$ cat config.mk
export PLATFORM = sky130hd
export DESIGN_NAME = iir_sos_cascade
export DESIGN_NICKNAME = d
export VERILOG_FILES = /design/src/rtl/iir_sos_pkg.sv /design/src/rtl/iir_sos_mac.sv /design/src/rtl/iir_sos_ctrl.sv /design/src/rtl/iir_sos_regfile.sv /design/src/rtl/iir_sos_cascade.sv
export SDC_FILE = /design/constraint.sdc
export NUM_CORES = 2
export LEC_CHECK = 0
export ABC_AREA = 1
export BUFFER_PORTS_ARGS = -buffer_cell sky130_fd_sc_hd__buf_4
export CORE_MARGIN = 2
export CORE_UTILIZATION = 39
export DETAILED_ROUTE_END_ITERATION = 7
export PLACE_DENSITY = 0.66
export REMOVE_ABC_BUFFERS = 1
export SETUP_SLACK_MARGIN = 0.3
export SLEW_MARGIN = 20
export SYNTH_ARGS = -nofsm -noshare
export SYNTH_HDL_FRONTEND = slang
export SYNTH_HIERARCHICAL = 1
export SYNTH_SLANG_ARGS = --single-unit
$ cat constraint.sdc
create_clock -name clk -period 19.95 [get_ports clk]
set_clock_uncertainty 0.05 [all_clocks]
set_input_delay 2.9925 -clock clk [delete_from_list [all_inputs] [get_ports clk]]
set_output_delay 2.9925 -clock clk [all_outputs]
set_load 0.02 [all_outputs]
$ cat src/rtl/iir_sos_pkg.sv
// Shared definitions for the cascaded second-order filter.
// Assumes: step ordering below is the engine's fixed schedule per section.
package iir_sos_pkg;

    // Operation applied by the multiply-accumulate unit in one cycle
    typedef enum logic [1:0] {
        MAC_IDLE,
        MAC_LOAD,
        MAC_ADD,
        MAC_SUB
    } mac_op_e;

    // Per-section schedule, one step per clock
    typedef enum logic [2:0] {
        STP_SCALE,
        STP_OUT,
        STP_V1A,
        STP_V1B,
        STP_V2A,
        STP_V2B,
        STP_WB
    } step_e;

    localparam int STEPS_PER_SEC = 7;
    localparam int FIELD_W       = 3;
    localparam int NUM_COEF      = 6;

    // Field codes in the low bits of the configuration address
    localparam logic [FIELD_W-1:0] FLD_A0 = 3'd0;
    localparam logic [FIELD_W-1:0] FLD_A1 = 3'd1;
    localparam logic [FIELD_W-1:0] FLD_A2 = 3'd2;
    localparam logic [FIELD_W-1:0] FLD_B0 = 3'd3;
    localparam logic [FIELD_W-1:0] FLD_B1 = 3'd4;
    localparam logic [FIELD_W-1:0] FLD_K  = 3'd5;
    localparam logic [FIELD_W-1:0] FLD_V1 = 3'd6;
    localparam logic [FIELD_W-1:0] FLD_V2 = 3'd7;

endpackage

$ cat src/rtl/iir_sos_mac.sv
// Shared multiply-accumulate unit with a doubling, rounding, saturating
// narrowing path from the accumulator to a data word.
// Assumes: AW > 2*DW so that sums of a few products cannot wrap.
module iir_sos_mac
    import iir_sos_pkg::*;
#(
    parameter int DW = 24,
    parameter int AW = 56
) (
    input  logic                 clk,
    input  logic                 rst_n,
    input  mac_op_e              op,
    input  logic signed [DW-1:0] opa,
    input  logic signed [DW-1:0] opb,
    input  logic signed [AW-1:0] base,
    output logic signed [DW-1:0] sat_word
);
    localparam int PW   = 2 * DW;
    localparam int FRAC = DW - 1;
    localparam logic signed [DW-1:0] WMAX = {1'b0, {(DW-1){1'b1}}};
    localparam logic signed [DW-1:0] WMIN = {1'b1, {(DW-1){1'b0}}};
    localparam logic signed [AW:0]   RND  = {{(AW+1-FRAC){1'b0}}, 1'b1, {(FRAC-1){1'b0}}};

    logic signed [AW-1:0] acc;
    logic signed [PW-1:0] prod;
    logic signed [AW-1:0] prod_ext;
    logic signed [AW:0]   dbl;
    logic signed [AW:0]   q;
    logic                 in_range;

    // Full-precision product, sign-extended to accumulator width
    always_comb begin
        prod     = opa * opb;
        prod_ext = {{(AW-PW){prod[PW-1]}}, prod};
    end

    // Accumulator update for the requested operation
    always_ff @(posedge clk) begin
        if (!rst_n) begin
            acc <= '0;
        end else begin
            case (op)
                MAC_LOAD: acc <= base + prod_ext;
                MAC_ADD:  acc <= acc + prod_ext;
                MAC_SUB:  acc <= acc - prod_ext;
                default:  acc <= acc;
            endcase
        end
    end

    // Double, round to nearest, narrow and saturate
    always_comb begin
        dbl      = {acc, 1'b0};
        q        = (dbl + RND) >>> FRAC;
        in_range = (&q[AW:DW-1]) || !(|q[AW:DW-1]);
        if (in_range)
            sat_word = q[DW-1:0];
        else if (q[AW])
            sat_word = WMIN;
        else
            sat_word = WMAX;
    end

endmodule

$ cat src/rtl/iir_sos_ctrl.sv
// Sequencer: walks sections 0..NSEC-1, seven steps each, per accepted sample.
// Assumes: start is ignored while busy.
module iir_sos_ctrl
    import iir_sos_pkg::*;
#(
    parameter int NSEC = 4,
    parameter int SW   = 2
) (
    input  logic          clk,
    input  logic          rst_n,
    input  logic          start,
    output logic          busy,
    output logic [SW-1:0] sec,
    output step_e         step,
    output logic          finish
);
    // Section/step counters and busy flag
    always_ff @(posedge clk) begin
        if (!rst_n) begin
            busy <= 1'b0;
            sec  <= '0;
            step <= STP_SCALE;
        end else if (!busy) begin
            if (start) begin
                busy <= 1'b1;
                sec  <= '0;
                step <= STP_SCALE;
            end
        end else if (step == STP_WB) begin
            step <= STP_SCALE;
            if (sec == SW'(NSEC - 1))
                busy <= 1'b0;
            else
                sec <= sec + 1'b1;
        end else begin
            step <= step_e'(step + 3'd1);
        end
    end

    // Last write-back step of the last section
    assign finish = busy && (step == STP_WB) && (sec == SW'(NSEC - 1));

endmodule

$ cat src/rtl/iir_sos_regfile.sv
// Per-section coefficient and state storage with one configuration write
// port, one engine state write port and one section read port.
// Assumes: the top gates cfg_en off while the engine is busy.
module iir_sos_regfile
    import iir_sos_pkg::*;
#(
    parameter int NSEC = 4,
    parameter int DW   = 24,
    parameter int SW   = 2
) (
    input  logic                             clk,
    input  logic                             rst_n,
    input  logic                             cfg_en,
    input  logic [SW-1:0]                    cfg_sec,
    input  logic [FIELD_W-1:0]               cfg_fld,
    input  logic [DW-1:0]                    cfg_data,
    input  logic                             st_we,
    input  logic [SW-1:0]                    st_sec,
    input  logic [DW-1:0]                    st_v1,
    input  logic [DW-1:0]                    st_v2,
    input  logic [SW-1:0]                    rd_sec,
    output logic [NUM_COEF-1:0][DW-1:0]      rd_coef,
    output logic [DW-1:0]                    rd_v1,
    output logic [DW-1:0]                    rd_v2
);
    logic [NUM_COEF-1:0][DW-1:0] coef_all [NSEC];
    logic [DW-1:0]               v1_all   [NSEC];
    logic [DW-1:0]               v2_all   [NSEC];

    for (genvar g = 0; g < NSEC; g++) begin : g_sec
        logic [NUM_COEF-1:0][DW-1:0] c_q;
        logic [DW-1:0]               v1_q;
        logic [DW-1:0]               v2_q;
        logic                        cfg_hit;
        logic                        st_hit;

        assign cfg_hit = cfg_en && (cfg_sec == SW'(g));
        assign st_hit  = st_we && (st_sec == SW'(g));

        // Storage for this section: configuration writes, then engine updates
        always_ff @(posedge clk) begin
            if (!rst_n) begin
                c_q  <= '0;
                v1_q <= '0;
                v2_q <= '0;
            end else if (cfg_hit) begin
                case (cfg_fld)
                    FLD_V1:  v1_q <= cfg_data;
                    FLD_V2:  v2_q <= cfg_data;
                    default: c_q[cfg_fld] <= cfg_data;
                endcase
            end else if (st_hit) begin
                v1_q <= st_v1;
                v2_q <= st_v2;
            end
        end

        assign coef_all[g] = c_q;
        assign v1_all[g]   = v1_q;
        assign v2_all[g]   = v2_q;
    end

    // Read port for the section being processed
    always_comb begin
        rd_coef = coef_all[rd_sec];
        rd_v1   = v1_all[rd_sec];
        rd_v2   = v2_all[rd_sec];
    end

endmodule

$ cat src/rtl/iir_sos_cascade.sv
// Cascade of NSEC second-order sections in transposed state-space form,
// evaluated one section at a time on a shared MAC.
// Assumes: coefficients are stored halved; results are doubled on narrowing.
module iir_sos_cascade
    import iir_sos_pkg::*;
#(
    parameter int NSEC = 4,
    parameter int DW   = 24,
    parameter int AW   = 56,
    localparam int SW  = (NSEC > 1) ? $clog2(NSEC) : 1
) (
    input  logic                 clk,
    input  logic                 rst_n,
    input  logic                 in_valid,
    input  logic [DW-1:0]        in_data,
    input  logic                 cfg_we,
    input  logic [SW+FIELD_W-1:0] cfg_addr,
    input  logic [DW-1:0]        cfg_wdata,
    output logic                 busy,
    output logic [DW-1:0]        out_data,
    output logic                 out_done
);
    localparam int HALF_SH = DW - 2;

    logic                        cfg_en;
    logic [SW-1:0]               sec;
    step_e                       step;
    logic                        finish;
    logic [NUM_COEF-1:0][DW-1:0] coef;
    logic [DW-1:0]               v1_rd, v2_rd;
    mac_op_e                     op;
    logic signed [DW-1:0]        opa, opb, sat_word;
    logic signed [AW-1:0]        base;
    logic signed [DW-1:0]        cur_x, xs_q, y_q, v1n_q;
    logic                        st_we;

    // A state word as half its value in accumulator units
    function automatic logic signed [AW-1:0] half_state(input logic [DW-1:0] v);
        logic signed [AW-1:0] e;
        e = {{(AW-DW){v[DW-1]}}, v};
        return e <<< HALF_SH;
    endfunction

    assign cfg_en = cfg_we && !busy;

    iir_sos_ctrl #(.NSEC(NSEC), .SW(SW)) u_ctrl (
        .clk    (clk),
        .rst_n  (rst_n),
        .start  (in_valid),
        .busy   (busy),
        .sec    (sec),
        .step   (step),
        .finish (finish)
    );

    iir_sos_regfile #(.NSEC(NSEC), .DW(DW), .SW(SW)) u_regs (
        .clk      (clk),
        .rst_n    (rst_n),
        .cfg_en   (cfg_en),
        .cfg_sec  (cfg_addr[FIELD_W +: SW]),
        .cfg_fld  (cfg_addr[FIELD_W-1:0]),
        .cfg_data (cfg_wdata),
        .st_we    (st_we),
        .st_sec   (sec),
        .st_v1    (v1n_q),
        .st_v2    (sat_word),
        .rd_sec   (sec),
        .rd_coef  (coef),
        .rd_v1    (v1_rd),
        .rd_v2    (v2_rd)
    );

    iir_sos_mac #(.DW(DW), .AW(AW)) u_mac (
        .clk      (clk),
        .rst_n    (rst_n),
        .op       (op),
        .opa      (opa),
        .opb      (opb),
        .base     (base),
        .sat_word (sat_word)
    );

    // Operand selection for the current step
    always_comb begin
        op    = MAC_IDLE;
        opa   = '0;
        opb   = '0;
        base  = '0;
        st_we = 1'b0;
        if (busy) begin
            case (step)
                STP_SCALE: begin op = MAC_LOAD; opa = coef[FLD_K];  opb = cur_x; end
                STP_OUT:   begin op = MAC_LOAD; opa = coef[FLD_A2]; opb = sat_word;
                                 base = half_state(v1_rd); end
                STP_V1A:   begin op = MAC_LOAD; opa = coef[FLD_A1]; opb = xs_q;
                                 base = half_state(v2_rd); end
                STP_V1B:   begin op = MAC_SUB;  opa = coef[FLD_B1]; opb = y_q; end
                STP_V2A:   begin op = MAC_LOAD; opa = coef[FLD_A0]; opb = xs_q; end
                STP_V2B:   begin op = MAC_SUB;  opa = coef[FLD_B0]; opb = y_q; end
                default:   st_we = 1'b1;
            endcase
        end
    end

    // Capture of narrowed intermediate words and the section-to-section handoff
    always_ff @(posedge clk) begin
        if (!rst_n) begin
            cur_x <= '0;
            xs_q  <= '0;
            y_q   <= '0;
            v1n_q <= '0;
        end else if (!busy) begin
            if (in_valid) cur_x <= in_data;
        end else begin
            case (step)
                STP_OUT: xs_q  <= sat_word;
                STP_V1A: y_q   <= sat_word;
                STP_V2A: v1n_q <= sat_word;
                STP_WB:  cur_x <= y_q;
                default: ;
            endcase
        end
    end

    // Result register and done pulse
    always_ff @(posedge clk) begin
        if (!rst_n) begin
            out_data <= '0;
            out_done <= 1'b0;
        end else begin
            out_done <= finish;
            if (finish) out_data <= y_q;
        end
    end

endmodule

==> impl_metrics.env <==
export IMPL_status="finished clean"
export IMPL_required_ns=20.53
export IMPL_vias_per_cell=5.40
export IMPL_final_common_cell="nand2_1"
export IMPL_area_growth_pct=8.05
export IMPL_grt_ovfl_total=0
export IMPL_hold_depth=2
export IMPL_routedWlPerCell_um=20.4
export IMPL_pwr_share_clk=0.355
export IMPL_layout_nets=12500
export IMPL_synth_area_leaders="dfxtp_1, nand2_1, fa_1, inv_1, nor2_1"
export IMPL_antenna_found_initial=11
export IMPL_rows=164
export IMPL_cts_sinks=951
export IMPL_critical_path_class="reg -> reg"
export IMPL_fmax_ghz=0.0725
export IMPL_critPathMaxStageDelay_ns=0.68
export IMPL_power_density_nw_per_um2=70.4
export IMPL_slowest_stage="nor2_1"
export IMPL_vias=77100
export IMPL_ys_types=60
export IMPL_root_buffer="clkbuf_16"
export IMPL_ys_seq_area_frac=0.243
export IMPL_tightest_slew_ns=1.16
export IMPL_async_flop_share=0
export IMPL_hpwl_mm=198
export IMPL_synth_top_area_cell="dfxtp_1"
export IMPL_post_route_min_period_ns=13.79
export IMPL_post_cts_setup_buffers=0
export IMPL_seq_area_um2=19100
export IMPL_grt_max_degree=200
export IMPL_cts_tree="yes"
export IMPL_die_area_um2=204000
export IMPL_initial_core_util=0.392
export IMPL_synth_edf_count=0
export IMPL_p_sw_w=0.00225
export IMPL_synth_top_area_frac=0.243
export IMPL_leakage_nw=40.7
export IMPL_grt_pass1_wl_mm=444
export IMPL_cp_max_fo=24
export IMPL_ys_ff_latch=951
export IMPL_syn_area_um2=78300
export IMPL_cts_made_buffers=104
export IMPL_setup_viol=0
export IMPL_drc=0
export IMPL_ctsHoldBuffers=0
export IMPL_multi_input_area_um2=50900
export IMPL_drv_cap=0
export IMPL_cts_resized=0
export IMPL_crit_arrival_ns=14.37
export IMPL_gp_congestion=1.01
export IMPL_power_internal_w=0.00370
export IMPL_die_w_um=452
export IMPL_dr_pass1_iters=6
export IMPL_drt_initial_drc_count=8582
export IMPL_antenna_left=0
export IMPL_drive_gt1_frac=0.0538
export IMPL_finalInstanceArea_um2=84600
export IMPL_synth_cells=11900
export IMPL_rsz0062_at_grt="no"
export IMPL_track_usage=0.279
export IMPL_p_sw_frac=0.379
export IMPL_placed_area_um2=80700
export IMPL_grt_pass1_vias=73500
export IMPL_critPathLaunchType="flip-flop"
export IMPL_die_h_um=452
export IMPL_comb_power_share=0.315
export IMPL_layout_common_cells="nand2_1, inv_1, nor2_1"
export IMPL_syn_avg_cell_area_um2=6.59
export IMPL_hold_ws_ns=0.407
export IMPL_p_seq_frac=0.330
export IMPL_slew_headroom=0.227
export IMPL_synthFlopType="dfxtp_1"
export IMPL_portBuffers=82
export IMPL_period_share=0.691
export IMPL_fin_setup_tns_ns=0
export IMPL_slew_violations=0
export IMPL_clk_latency_ns=0.79
export IMPL_fin_ws_ns=6.16
export IMPL_clock_path_buffers=3
export IMPL_path_clk_slew_ns=0.06
export IMPL_htreeDepth=3
export IMPL_critPathMostFrequentCell="nand2_1"
export IMPL_ys_warn_count=6
export IMPL_final_hold_violation_count=0
export IMPL_core_area_um2=200000
export IMPL_num_fill_cells=21000
export IMPL_rr_worst_depth=60
export IMPL_crit_path_end_kind="flip-flop"
export IMPL_dp_slack_ns=6.60
export IMPL_io_pin_count=83
export IMPL_hp_class="reg -> reg"
export IMPL_routed_wirelength_mm=291
export IMPL_peakVddDrop_uv=79.5
## per-stage QoR
step,std cells,power (W),util
2_1_floorplan,11200,0.00318,-
5_1_grt,14300,0.00621,0.424
3_3_place_gp,14100,0.00383,0.404
6_report,14300,0.00595,0.424
4_1_cts,14300,0.00592,0.423
3_5_place_dp,14100,0.00381,0.404
## final timing paths
check | start | endpoint | slack, ns
setup / recovery | u_mac/acc[21]$_SDFFE_PN0P_ | u_mac/acc[46]$_SDFFE_PN0P_ | 6.16
hold reg to reg | u_regs/coef_all[206]$_SDFFE_PN0P_ | u_regs/coef_all[206]$_SDFFE_PN0P_ | 0.41
setup reg to reg | u_mac/acc[21]$_SDFFE_PN0P_ | u_mac/acc[46]$_SDFFE_PN0P_ | 6.16
hold / removal | u_regs/coef_all[206]$_SDFFE_PN0P_ | u_regs/coef_all[206]$_SDFFE_PN0P_ | 0.41
## routing by layer
metal | routed length, um | vias up | track usage
met5 | 90 | - | 0
met1 | 117000 | 36200 | 0.360
met2 | 130000 | 3664 | 0.447
li1 | - | 36500 | -
met3 | 26800 | 657 | 0.0466
met4 | 16700 | 12 | 0.145
## power groups by stage
stage / sequential, W / combinational, W / clock, W
after CTS: 0.00196 / 0.00182 / 0.00214
after global placement: 0.00200 / 0.00182 / 0
after detailed placement: 0.00200 / 0.00181 / 0
after global routing: 0.00197 / 0.00203 / 0.00221
final: 0.00196 / 0.00187 / 0.00211
after floorplan: 0.00201 / 0.00117 / 0
## state kept, by name, indices dropped and copies added, names as in the netlist
signal,cells
cur_x,24
xs_q,24
u_ctrl/sec,2
v1n_q,24
y_q,24
u_regs/coef_all,576
u_regs/g_sec.v2_q,96
u_regs/g_sec.v1_q,96
u_mac/acc,56
u_ctrl/busy,1
out_done,1
out_data,24
u_ctrl/step,3
## kinds of logic (layout without fill, tap and decap cells)
kind of cell / count (synthesis) / count (layout) / share of synthesized area
xor gates and xnor gates: 134 / 134 / 0.0157
adders and majority gates: 856 / 856 / 0.195
other: 1 / 25 / 0.0000479
and+or+nand+nor: 5624 / 5624 / 0.293
DFF: 951 / 951 / 0.243
AOI/OAI and AO/OA: 2082 / 2082 / 0.141
buffers and inverters: 2235 / 1953 / 0.112
## critical path: cells and delay by family, from the launching register on
family                     cells  cell delay [ns]
and+or+nand+nor               35             6.44
adders and majority gates     10             4.57
buffers and inverters          8             0.95
AOI/OAI and AO/OA              4             0.65
xor gates and xnor gates       3             0.62
DFF                            1             0.38
## cell usage after synthesis (6+ instances only)
cell,count
a21boi_0,16
a21o_1,24
a21oi_1,855
a221oi_1,11
a31o_2,6
a31oi_1,31
and3_1,12
buf_1,38
buf_2,161
buf_4,26
buf_6,7
clkbuf_1,465
dfxtp_1,951
fa_1,609
ha_1,247
inv_1,1511
inv_2,22
nand2_1,3423
nand2_2,27
nand3_1,410
nand3_2,6
nand3b_1,68
nand4_1,151
nor2_1,1381
nor2_2,25
nor2_4,14
nor3_1,48
nor3_2,11
nor4_1,11
o211ai_1,9
o21a_1,17
o21ai_0,829
o21ai_1,50
o21bai_1,18
o221ai_1,9
o22ai_1,192
or2_2,17
xnor2_1,37
xor2_1,91
## final cells by class
type / count / share of cell area
flip-flops and latches: 951 / 0.225
clock buffers: 148 / 0.0363
diodes: 2 / 0.0000592
repair buffers: 224 / 0.0211
clock inverters: 43 / 0.00786
well taps: 2656 / 0.0393
inverters: 1538 / 0.0685
multi-input cells: 8719 / 0.601
Power figures use the tool's default switching activity.
